$ cat config.mk
export PLATFORM = sky130hd
export DESIGN_NAME = cbuf_agen
export DESIGN_NICKNAME = d
export VERILOG_FILES = /design/src/rtl/cbag_pkg.sv /design/src/rtl/cbag_mode_dec.sv /design/src/rtl/cbag_offset_scale.sv /design/src/rtl/cbag_wrap_add.sv /design/src/rtl/cbuf_agen.sv
export SDC_FILE = /design/constraint.sdc
export NUM_CORES = 1
export LEC_CHECK = 0
export CORE_ASPECT_RATIO = 1.2
export CORE_MARGIN = 8
export CORE_UTILIZATION = 40
export DETAILED_ROUTE_END_ITERATION = 6
export GPL_TIMING_DRIVEN = 0
export PLACE_DENSITY = 0.7
export SLEW_MARGIN = 20
export SYNTH_ARGS = -nofsm -noshare
export SYNTH_HDL_FRONTEND = slang
export SYNTH_SLANG_ARGS = --single-unit
$ cat constraint.sdc
create_clock -name clk -period 4.5 [get_ports clk]
set_input_delay 0.9 -clock clk [delete_from_list [all_inputs] [get_ports clk]]
set_output_delay 0.9 -clock clk [all_outputs]
set_load 0.005 [all_outputs]
$ cat src/rtl/cbag_pkg.sv
package cbag_pkg;

    localparam int ADDR_W   = 32;
    localparam int OFF_W    = 16;
    localparam int SIDE_REGS = 16;
    localparam int REG_W    = $clog2(SIDE_REGS);
    localparam int SEL_W    = REG_W + 1;
    localparam int CIRC_PER_SIDE = 4;
    localparam int CIRC_FIRST = 4;
    localparam int MFIELD_W = 2;
    localparam int MODE_W   = 2 * CIRC_PER_SIDE * MFIELD_W;
    localparam int SZ_W     = 5;
    localparam int NB_W     = SZ_W + 1;

    typedef enum logic [1:0] {
        ACC_BYTE = 2'd0,
        ACC_HALF = 2'd1,
        ACC_WORD = 2'd2,
        ACC_RSVD = 2'd3
    } acc_e;

    typedef enum logic [MFIELD_W-1:0] {
        MD_LINEAR = 2'd0,
        MD_CIRC0  = 2'd1,
        MD_CIRC1  = 2'd2,
        MD_RSVD   = 2'd3
    } mode_e;

    typedef struct packed {
        logic            circ;
        logic [NB_W-1:0] nbits;
    } wrap_cfg_t;

    typedef struct packed {
        logic [ADDR_W-1:0] eff;
        logic [ADDR_W-1:0] wb;
    } agen_res_t;

    function automatic logic [ADDR_W-1:0] low_mask(input logic [NB_W-1:0] n);
        logic [ADDR_W-1:0] m;
        for (int i = 0; i < ADDR_W; i++) begin
            m[i] = (i < int'(n));
        end
        return m;
    endfunction

    function automatic logic [1:0] acc_shift(input acc_e a);
        case (a)
            ACC_BYTE: return 2'd0;
            ACC_HALF: return 2'd1;
            default:  return 2'd2;
        endcase
    endfunction

endpackage

$ cat src/rtl/cbag_mode_dec.sv
module cbag_mode_dec
    import cbag_pkg::*;
(
    input  logic [SEL_W-1:0]  reg_sel,
    input  logic [MODE_W-1:0] mode_word,
    input  logic [SZ_W-1:0]   blk_size0,
    input  logic [SZ_W-1:0]   blk_size1,
    output wrap_cfg_t         cfg
);
    localparam int POS_W = $clog2(MODE_W);

    logic             side;
    logic [REG_W-1:0] num;
    logic             elig;
    logic [POS_W-1:0] pos;
    mode_e            field;

    always_comb begin
        side  = reg_sel[SEL_W-1];
        num   = reg_sel[REG_W-1:0];
        elig  = (int'(num) >= CIRC_FIRST) && (int'(num) < CIRC_FIRST + CIRC_PER_SIDE);
        pos   = POS_W'({side, num[1:0]}) * POS_W'(MFIELD_W);
        field = mode_e'(mode_word[pos +: MFIELD_W]);
        cfg.circ  = 1'b0;
        cfg.nbits = NB_W'(ADDR_W);
        if (elig) begin
            case (field)
                MD_CIRC0: begin
                    cfg.circ  = 1'b1;
                    cfg.nbits = NB_W'(blk_size0) + NB_W'(1);
                end
                MD_CIRC1: begin
                    cfg.circ  = 1'b1;
                    cfg.nbits = NB_W'(blk_size1) + NB_W'(1);
                end
                default: ;
            endcase
        end
    end
endmodule

$ cat src/rtl/cbag_offset_scale.sv
module cbag_offset_scale
    import cbag_pkg::*;
(
    input  logic [OFF_W-1:0]  offset,
    input  acc_e              acc,
    output logic [ADDR_W-1:0] scaled
);
    logic [ADDR_W-1:0] ext;

    always_comb begin
        ext    = {{(ADDR_W-OFF_W){offset[OFF_W-1]}}, offset};
        scaled = ext << acc_shift(acc);
    end
endmodule

$ cat src/rtl/cbag_wrap_add.sv
module cbag_wrap_add
    import cbag_pkg::*;
(
    input  logic [ADDR_W-1:0] ptr,
    input  logic [ADDR_W-1:0] scaled,
    input  wrap_cfg_t         cfg,
    input  logic              post,
    output agen_res_t         res
);
    logic [ADDR_W-1:0] sum;
    logic [ADDR_W-1:0] mask;
    logic [ADDR_W-1:0] nxt;

    always_comb begin
        sum  = ptr + scaled;
        mask = cfg.circ ? low_mask(cfg.nbits) : '1;
        nxt  = (ptr & ~mask) | (sum & mask);
        res.wb  = nxt;
        res.eff = post ? ptr : nxt;
    end
endmodule

$ cat src/rtl/cbuf_agen.sv
module cbuf_agen
    import cbag_pkg::*;
(
    input  logic              clk,
    input  logic              rst,
    input  logic              req_valid,
    input  logic [4:0]        reg_sel,
    input  logic [31:0]       base_ptr,
    input  logic [15:0]       offset,
    input  logic [1:0]        acc_size,
    input  logic              post_inc,
    input  logic [15:0]       mode_word,
    input  logic [4:0]        blk_size0,
    input  logic [4:0]        blk_size1,
    output logic              out_valid,
    output logic [31:0]       eff_addr,
    output logic [31:0]       wb_ptr
);
    wrap_cfg_t         cfg;
    logic [ADDR_W-1:0] scaled;
    agen_res_t         res;
    logic              circ_en;
    logic [NB_W-1:0]   circ_nbits;

    cbag_mode_dec i_dec (
        .reg_sel   (reg_sel),
        .mode_word (mode_word),
        .blk_size0 (blk_size0),
        .blk_size1 (blk_size1),
        .cfg       (cfg)
    );

    cbag_offset_scale i_scale (
        .offset (offset),
        .acc    (acc_e'(acc_size)),
        .scaled (scaled)
    );

    cbag_wrap_add i_add (
        .ptr    (base_ptr),
        .scaled (scaled),
        .cfg    (cfg),
        .post   (post_inc),
        .res    (res)
    );

    assign circ_en    = cfg.circ;
    assign circ_nbits = cfg.nbits;

    always_ff @(posedge clk) begin
        if (rst) begin
            out_valid <= 1'b0;
            eff_addr  <= '0;
            wb_ptr    <= '0;
        end else begin
            out_valid <= req_valid;
            if (req_valid) begin
                eff_addr <= res.eff;
                wb_ptr   <= res.wb;
            end
        end
    end
endmodule

==> metrics.md, run 1 <==
| Metric | Value |
|---|---|
| Outcome | completed |
| Hold wc startpoint | eff_addr[25] |
| Unrepaired setup endpoints after global routing | true |
| FFs w/ async S/R, synth | 0% |
| Layout Skew | 0 ns |
| Num rows | 47 |
| Max-slew violations | 0 |
| Highest Clock Rate | 228 MHz |
| Clock latency on the worst-skew pair | 0.34 ns |
| Worst-Margin Slew | 0.850 ns |
| Commonest non-fill, non-tap cell in the layout | clkdlybuf4s50_1 |
| Max-Cap Viols | 0 |
| Fin. Hold Viols | 0 |
| Post-CTS Hold Fix Bufs | 0 |
| CORE AREA | 13,900 um2 |
| Worst VDD drop | 171 uV |
| Flops & latches, synth | 65 |
| Drt pass-1 iters | 5 |
| CTS buffer count | 9 |
| Comb power frac | 39.5% |
| Worst R2R Setup Slack | 3.69 ns |
| Minimum clock period | 4.38 ns |
| Via total after detailed routing | 6,263 |
| CP Data Required Time | 4.71 ns |
| Setup TNS | 0 ns |
| CTS max path bufs | 2 |
| Fraction of layout cells with a size suffix above 1 | 9.77% |
| Total wire length | 21.4 mm |
| Critical Path Start Type | primary input |
| GRT Util Overall | 22.8% |
| Routed len/inst | 20.0 um |
| Die height | 147 um |
| Layout area overhead | 38.2% |
| Number of I/O port buffers | 146 |
| CTS tree | yes |
| Initial antenna violation count | 0 |
| Worst R2R End | wb_ptr[26] |
| Starting DRT DRC Count | 484 |
| EDFF count, synth | 0 |
| First-pass GRT wire length | 33.2 mm |
| Syn_nets | 854 |
| DP Area | 7370 um2 |
| Post-Place Cells | 1,052 |
| Switching power | 0.856 mW |
| Cell leakage power | 3.23 nW |
| Worst hold-check path type | reg -> reg |
| Gp weighted congestion | 0.968 |
| Setup crit start | mode_word[9] |
| R2R Path Start | wb_ptr[26] |
| Residual DRC | 0 |
| Initial core utilization | 41.0% |
| Setup crit end kind | flop |
| DP HPWL | 16.9 mm |
| H-tree depth | 3 |
| Vias in the first global route | 6,139 |
| Full die area | 18,300 um2 |
| Post-Syn Instances | 735 |
| Die W | 125 um |
| Ys Warns | 0 |
| Clock power frac | 33.5% |
| CTS root buffer | clkbuf_16 |
| Critical path arrival | 4.59 ns |
| Seq pwr share | 27.0% |
| PwrDens | 318 nW/um2 |
| Part of the cycle the worst path needs | 97.4% |
| Post-Syn Area | 5690 um2 |
| Antenna Violating Nets Remaining | 0 |
| Average size of a mapped cell | 7.75 um2 |
| WHS Path Cells | 2 |
| Nets | 1,015 |
| Clock-pin slew on the worst setup and hold paths | 0.06 ns |
| Count of different cell masters after synthesis | 71 |
| Post-synth top flop | dfxtp_1 |
| Routed vias/inst | 5.84 |
| Slew headroom | 43.3% |
| Register area share after synthesis | 22.9% |
| Most frequent cells in the layout | clkdlybuf4s50_1, nor2_1, nand2_1 |
| Worst R2R Path Depth | 3 |
| Cell area after layout | 7870 um2 |
| Clock sink total | 65 |
| Hold EP | eff_addr[25] |
| Crit path max fanout | 10 |
| Antenna cells | 0 |
| Int Power | 1.65 mW |
| Largest net degree at the start of global routing | 16 |
| WS Path Type | in -> reg |
| Final Instance Count excl. Fillers | 1,072 |
| Congestion Overflow GR | 0 |
| # setup viols final | 0 |
| Io pins | 150 |
| Switching share of total power | 34.2% |
-- critical path, stage by stage --
cell and delay, ns:
clkdlybuf4s50_1 0.41, mux4_2 0.46, mux2_2 0.28, ha_1 0.19, buf_6 0.15, mux2i_4 0.19
buf_4 0.17, a21o_1 0.15, buf_2 0.18, a21oi_1 0.30, a2bb2oi_1 0.32, nor2_1 0.10
a21oi_1 0.26, and2_1 0.19, mux2i_1 0.23, a211oi_1 0.10
-- power groups by stage --
stage / registers, mW / logic (mW) / clock network [mW]
finish: 0.676 / 0.988 / 0.838
floorplan: 0.685 / 0.557 / 0
global placement: 0.687 / 0.940 / 0
global route: 0.682 / 1.07 / 0.867
detailed placement: 0.688 / 0.944 / 0
CTS: 0.676 / 0.961 / 0.841
-- sequential cells by signal, summed over array words and instances (netlist names) --
register   flops
eff_addr      32
wb_ptr        32
out_valid      1
-- cell type report --
cell class | instances | area [um2]
inverter | 17 | 63.8
fill | 1310 | 6010
timing repair buffer | 150 | 1490
clock buffer | 10 | 229
sequential | 65 | 1300
clock inverter | 6 | 115
buffer | 43 | 184
multi-input combinational | 610 | 4270
tap | 171 | 214
-- timing repair --
action | in CTS | in global routing
pin swaps | 2 | 1
gates resized for setup | 15 | 24
endpoints found under the setup margin | 62 | 42
setup buffers | 3 | 1
-- through the flow --
step | utilization (%) | worst slack (ns) | power, mW | hold WS (ns)
floorplan | - | 0.201 | 1.24 | 0.449
CTS | 56.1 | 0.00176 | 2.48 | 0.457
detailed placement | 53.1 | -1.13 | 1.63 | 0.443
finish | 56.7 | 0.119 | 2.50 | 0.450
global route | 56.7 | -0.00800 | 2.62 | 0.482
global placement | 53.1 | -1.09 | 1.63 | 0.437
-- metal layers --
metal,GRT usage [%],routed length (um)
met5,0,0
met3,3.79,1260
met4,11.7,892
met1,26.7,8710
met2,39.2,10500
-- cell usage after synthesis, drive strengths merged (3+ instances only) --
master,instances,share of area [%]
nor2,92,6.1
nand2,69,4.5
dfxtp,65,23
mux2i,58,10
o21ai,58,5.5
a21oi,57,5.0
a211oi,34,4.5
clkbuf,34,2.2
ha,33,7.3
xnor2,19,3.1
a21o,17,2.2
inv,16,1.1
nand3,12,1.1
nor3,12,1.1
a31oi,11,1.2
mux2,11,2.2
xor2,11,1.7
buf,9,0.88
o21a,9,1.2
a311oi,7,1.1
and3,7,0.77
and2,6,0.66
nand4,6,0.66
or2,6,0.70
o21bai,5,0.66
o31ai,5,0.66
mux4,4,1.6
nand2b,4,0.44
a2111oi,3,0.57
a21boi,3,0.40
a22oi,3,0.40
a31o,3,0.46
nor2b,3,0.33
nor4,3,0.33
o211ai,3,0.40
or3,3,0.33
or3b,3,0.46
-- worst max-delay path by stage --
stage / end / slack, ns / depth (start not counted)
after global routing: eff_addr[8] / -0.008 / 17
after global placement: eff_addr[22] / -1.09 / 17
after CTS: wb_ptr[25] / 0.002 / 15
after floorplan: wb_ptr[31] / 0.20 / 14
after detailed placement: eff_addr[19] / -1.13 / 17
final: eff_addr[22] / 0.12 / 16
-- cell families after synthesis --
group / Yosys count / synth area share, %
compound gates: 239 / 27.6
xor+xnor: 30 / 4.75
simple gates: 234 / 18.7
buf+inv: 60 / 4.24
mux: 73 / 14.3
flops: 65 / 22.9
fa+ha+maj: 34 / 7.60
No activity file was read; power rests on OpenSTA's default activity.
==> run 2: changes to the inputs <==
CAP_MARGIN = 20   (was default)
CORE_ASPECT_RATIO = 0.6   (was 1.2)
SKIP_CTS_REPAIR_TIMING = 1   (was default)
==> run 2 against run 1 <==
Compared with the run above: setup slack better by 0.0069 ns; total power down 5.2%; wire length down 0.88%; worst hold slack better by 0.021 ns; clock skew unchanged; first-iteration DRC count up 21%; cell count up 2.3%; sequential share of layout area down 0.071 points; cell area up 0.43%; largest cell class unchanged.
==> metrics.md, run 2 (synthesized netlist as in run 1, its figures left out) <==
| Metric | Value |
|---|---|
| Outcome | completed (unchanged) |
| Largest net degree at the start of global routing | 16 (unchanged) |
| Fin. Hold Viols | 0 (unchanged) |
| Routed vias/inst | 5.65 (was 5.84) |
| Setup crit end kind | flop (unchanged) |
| CORE AREA | 13,800 um2 (was 13,900 um2) |
| R2R Path Start | eff_addr[31] (was wb_ptr[26]) |
| Switching power | 0.871 mW (was 0.856 mW) |
| Gp weighted congestion | 0.932 (was 0.968) |
| Switching share of total power | 36.7% (was 34.2%) |
| Vias in the first global route | 5,809 (was 6,139) |
| DP HPWL | 17.0 mm (was 16.9 mm) |
| Total wire length | 21.2 mm (was 21.4 mm) |
| Nets | 1,019 (was 1,015) |
| Setup TNS | 0 ns (unchanged) |
| Layout Skew | 0 ns (unchanged) |
| Minimum clock period | 4.37 ns (was 4.38 ns) |
| Residual DRC | 0 (unchanged) |
| GRT Util Overall | 22.2% (was 22.8%) |
| Clock latency on the worst-skew pair | 0.34 ns (about the same) |
| Int Power | 1.50 mW (was 1.65 mW) |
| Antenna cells | 0 (unchanged) |
| Congestion Overflow GR | 0 (unchanged) |
| Clock power frac | 28.8% (was 33.5%) |
| Initial core utilization | 41.3% (was 41.0%) |
| Worst-Margin Slew | 0.849 ns (was 0.850 ns) |
| Initial antenna violation count | 0 (unchanged) |
| Post-layout util | 57.3% (was 56.7%) |
| WS Path Type | in -> reg (unchanged) |
| CTS buffer count | 9 (unchanged) |
| PwrDens | 300 nW/um2 (was 318 nW/um2) |
| Worst R2R End | eff_addr[31] (was wb_ptr[26]) |
| Seq pwr share | 28.5% (was 27.0%) |
| Worst R2R Setup Slack | 3.68 ns (was 3.69 ns) |
| First-pass GRT wire length | 32.3 mm (was 33.2 mm) |
| Worst hold-check path type | reg -> reg (unchanged) |
| Cell leakage power | 3.23 nW (about the same) |
| Num rows | 33 (was 47) |
| Antenna Violating Nets Remaining | 0 (unchanged) |
| Unrepaired setup endpoints after global routing | true (unchanged) |
| Hold EP | eff_addr[13] (was eff_addr[25]) |
| Drt pass-1 iters | 5 (unchanged) |
| Max-Cap Viols | 0 (unchanged) |
| Clock-pin slew on the worst setup and hold paths | 0.06 ns (about the same) |
| Most frequent cells in the layout | clkdlybuf4s50_1, nor2_1, nand2_1 (unchanged) |
| Critical path arrival | 4.60 ns (was 4.59 ns) |
| Layout area overhead | 38.7% (was 38.2%) |
| Die height | 108 um (was 147 um) |
| Comb power frac | 42.7% (was 39.5%) |
| Max-slew violations | 0 (unchanged) |
| Number of I/O port buffers | 146 (unchanged) |
| Worst R2R Path Depth | 2 (was 3) |
| Commonest non-fill, non-tap cell in the layout | clkdlybuf4s50_1 (unchanged) |
| # setup viols final | 0 (unchanged) |
| CP Data Required Time | 4.73 ns (was 4.71 ns) |
| H-tree depth | 3 (unchanged) |
| CTS max path bufs | 2 (unchanged) |
| Starting DRT DRC Count | 584 (was 484) |
| Critical Path Start Type | primary input (unchanged) |
| Part of the cycle the worst path needs | 97.2% (was 97.4%) |
| Crit path max fanout | 10 (unchanged) |
| Fillers | 1,335 (was 1,310) |
| WHS Path Cells | 2 (unchanged) |
| Top Registers | eff_addr x32, wb_ptr x32, out_valid x1 (unchanged) |
| Via total after detailed routing | 6,200 (was 6,263) |
| Clock sink total | 65 (unchanged) |
| Hold wc startpoint | eff_addr[13] (was eff_addr[25]) |
| Full die area | 18,400 um2 (was 18,300 um2) |
| Die W | 170 um (was 125 um) |
| CTS root buffer | clkbuf_16 (unchanged) |
| Fraction of layout cells with a size suffix above 1 | 11.2% (was 9.77%) |
| Routed len/inst | 19.3 um (was 20.0 um) |
| Io pins | 150 (unchanged) |
| Worst VDD drop | 173 uV (was 171 uV) |
| Highest Clock Rate | 229 MHz (was 228 MHz) |
| Slew headroom | 42.9% (was 43.3%) |
| CTS tree | yes (unchanged) |
## run 2: power groups by stage
stage,clock network (mW),registers (mW),logic (mW)
finish,0.682,0.676,1.01
global route,0.710,0.683,1.10
CTS,0.680,0.675,0.947
detailed placement,0,0.687,0.940
global placement,0,0.687,0.938
floorplan,0,0.685,0.557
## run 2: final cells by class
cell class | count | area, um2 | share of cell area, %
inverter | 17 | 63.8 | 0.808
tap | 192 | 240 | 3.04
timing repair buffer | 154 | 1520 | 19.3
clock inverter | 6 | 43.8 | 0.554
clock buffer | 10 | 239 | 3.03
buffer | 43 | 188 | 2.38
sequential | 65 | 1300 | 16.5
multi-input combinational | 610 | 4300 | 54.5
## run 2: how the worst max path moves through the flow
stage,from,end,slack (ns),depth (start not counted)
floorplan,acc_size[0],wb_ptr[31],0.20,14
global placement,reg_sel[0],eff_addr[22],-1.17,17
detailed placement,reg_sel[0],eff_addr[20],-1.17,17
CTS,reg_sel[0],eff_addr[20],-0.82,17
global route,mode_word[15],eff_addr[22],-0.03,16
finish,mode_word[15],eff_addr[10],0.13,17
## run 2: worst max-delay path: stages
cell,delay [ns]
clkdlybuf4s50_1,0.39
mux4_2,0.46
mux2_2,0.28
ha_1,0.19
buf_6,0.15
mux2i_4,0.23
inv_2,0.08
ha_4,0.19
o21ai_2,0.13
and2_1,0.16
buf_2,0.21
o21ai_4,0.10
buf_4,0.20
o21ai_0,0.24
mux2i_1,0.33
a211oi_2,0.14
o21a_1,0.21
## run 2: per-stage QoR
stage	setup slack (ns)	cell area [um2]	power, mW	cells	hold slack (ns)
CTS	-0.822	7680	2.30	1089	0.479
detailed placement	-1.17	7390	1.63	1073	0.459
global placement	-1.17	7390	1.63	1073	0.448
finish	0.125	7900	2.37	1097	0.471
floorplan	0.201	5690	1.24	735	0.449
global route	-0.0339	7900	2.49	1097	0.496
## run 2: per-layer routing
metal / track usage (%) / routed length [um] / vias up
li1: - / - / 3043
met3: 6.80 / 2430 / 8
met2: 30.0 / 8120 / 286
met1: 33.9 / 10600 / 2863
met5: 0 / 0 / -
met4: 2.62 / 74 / 0
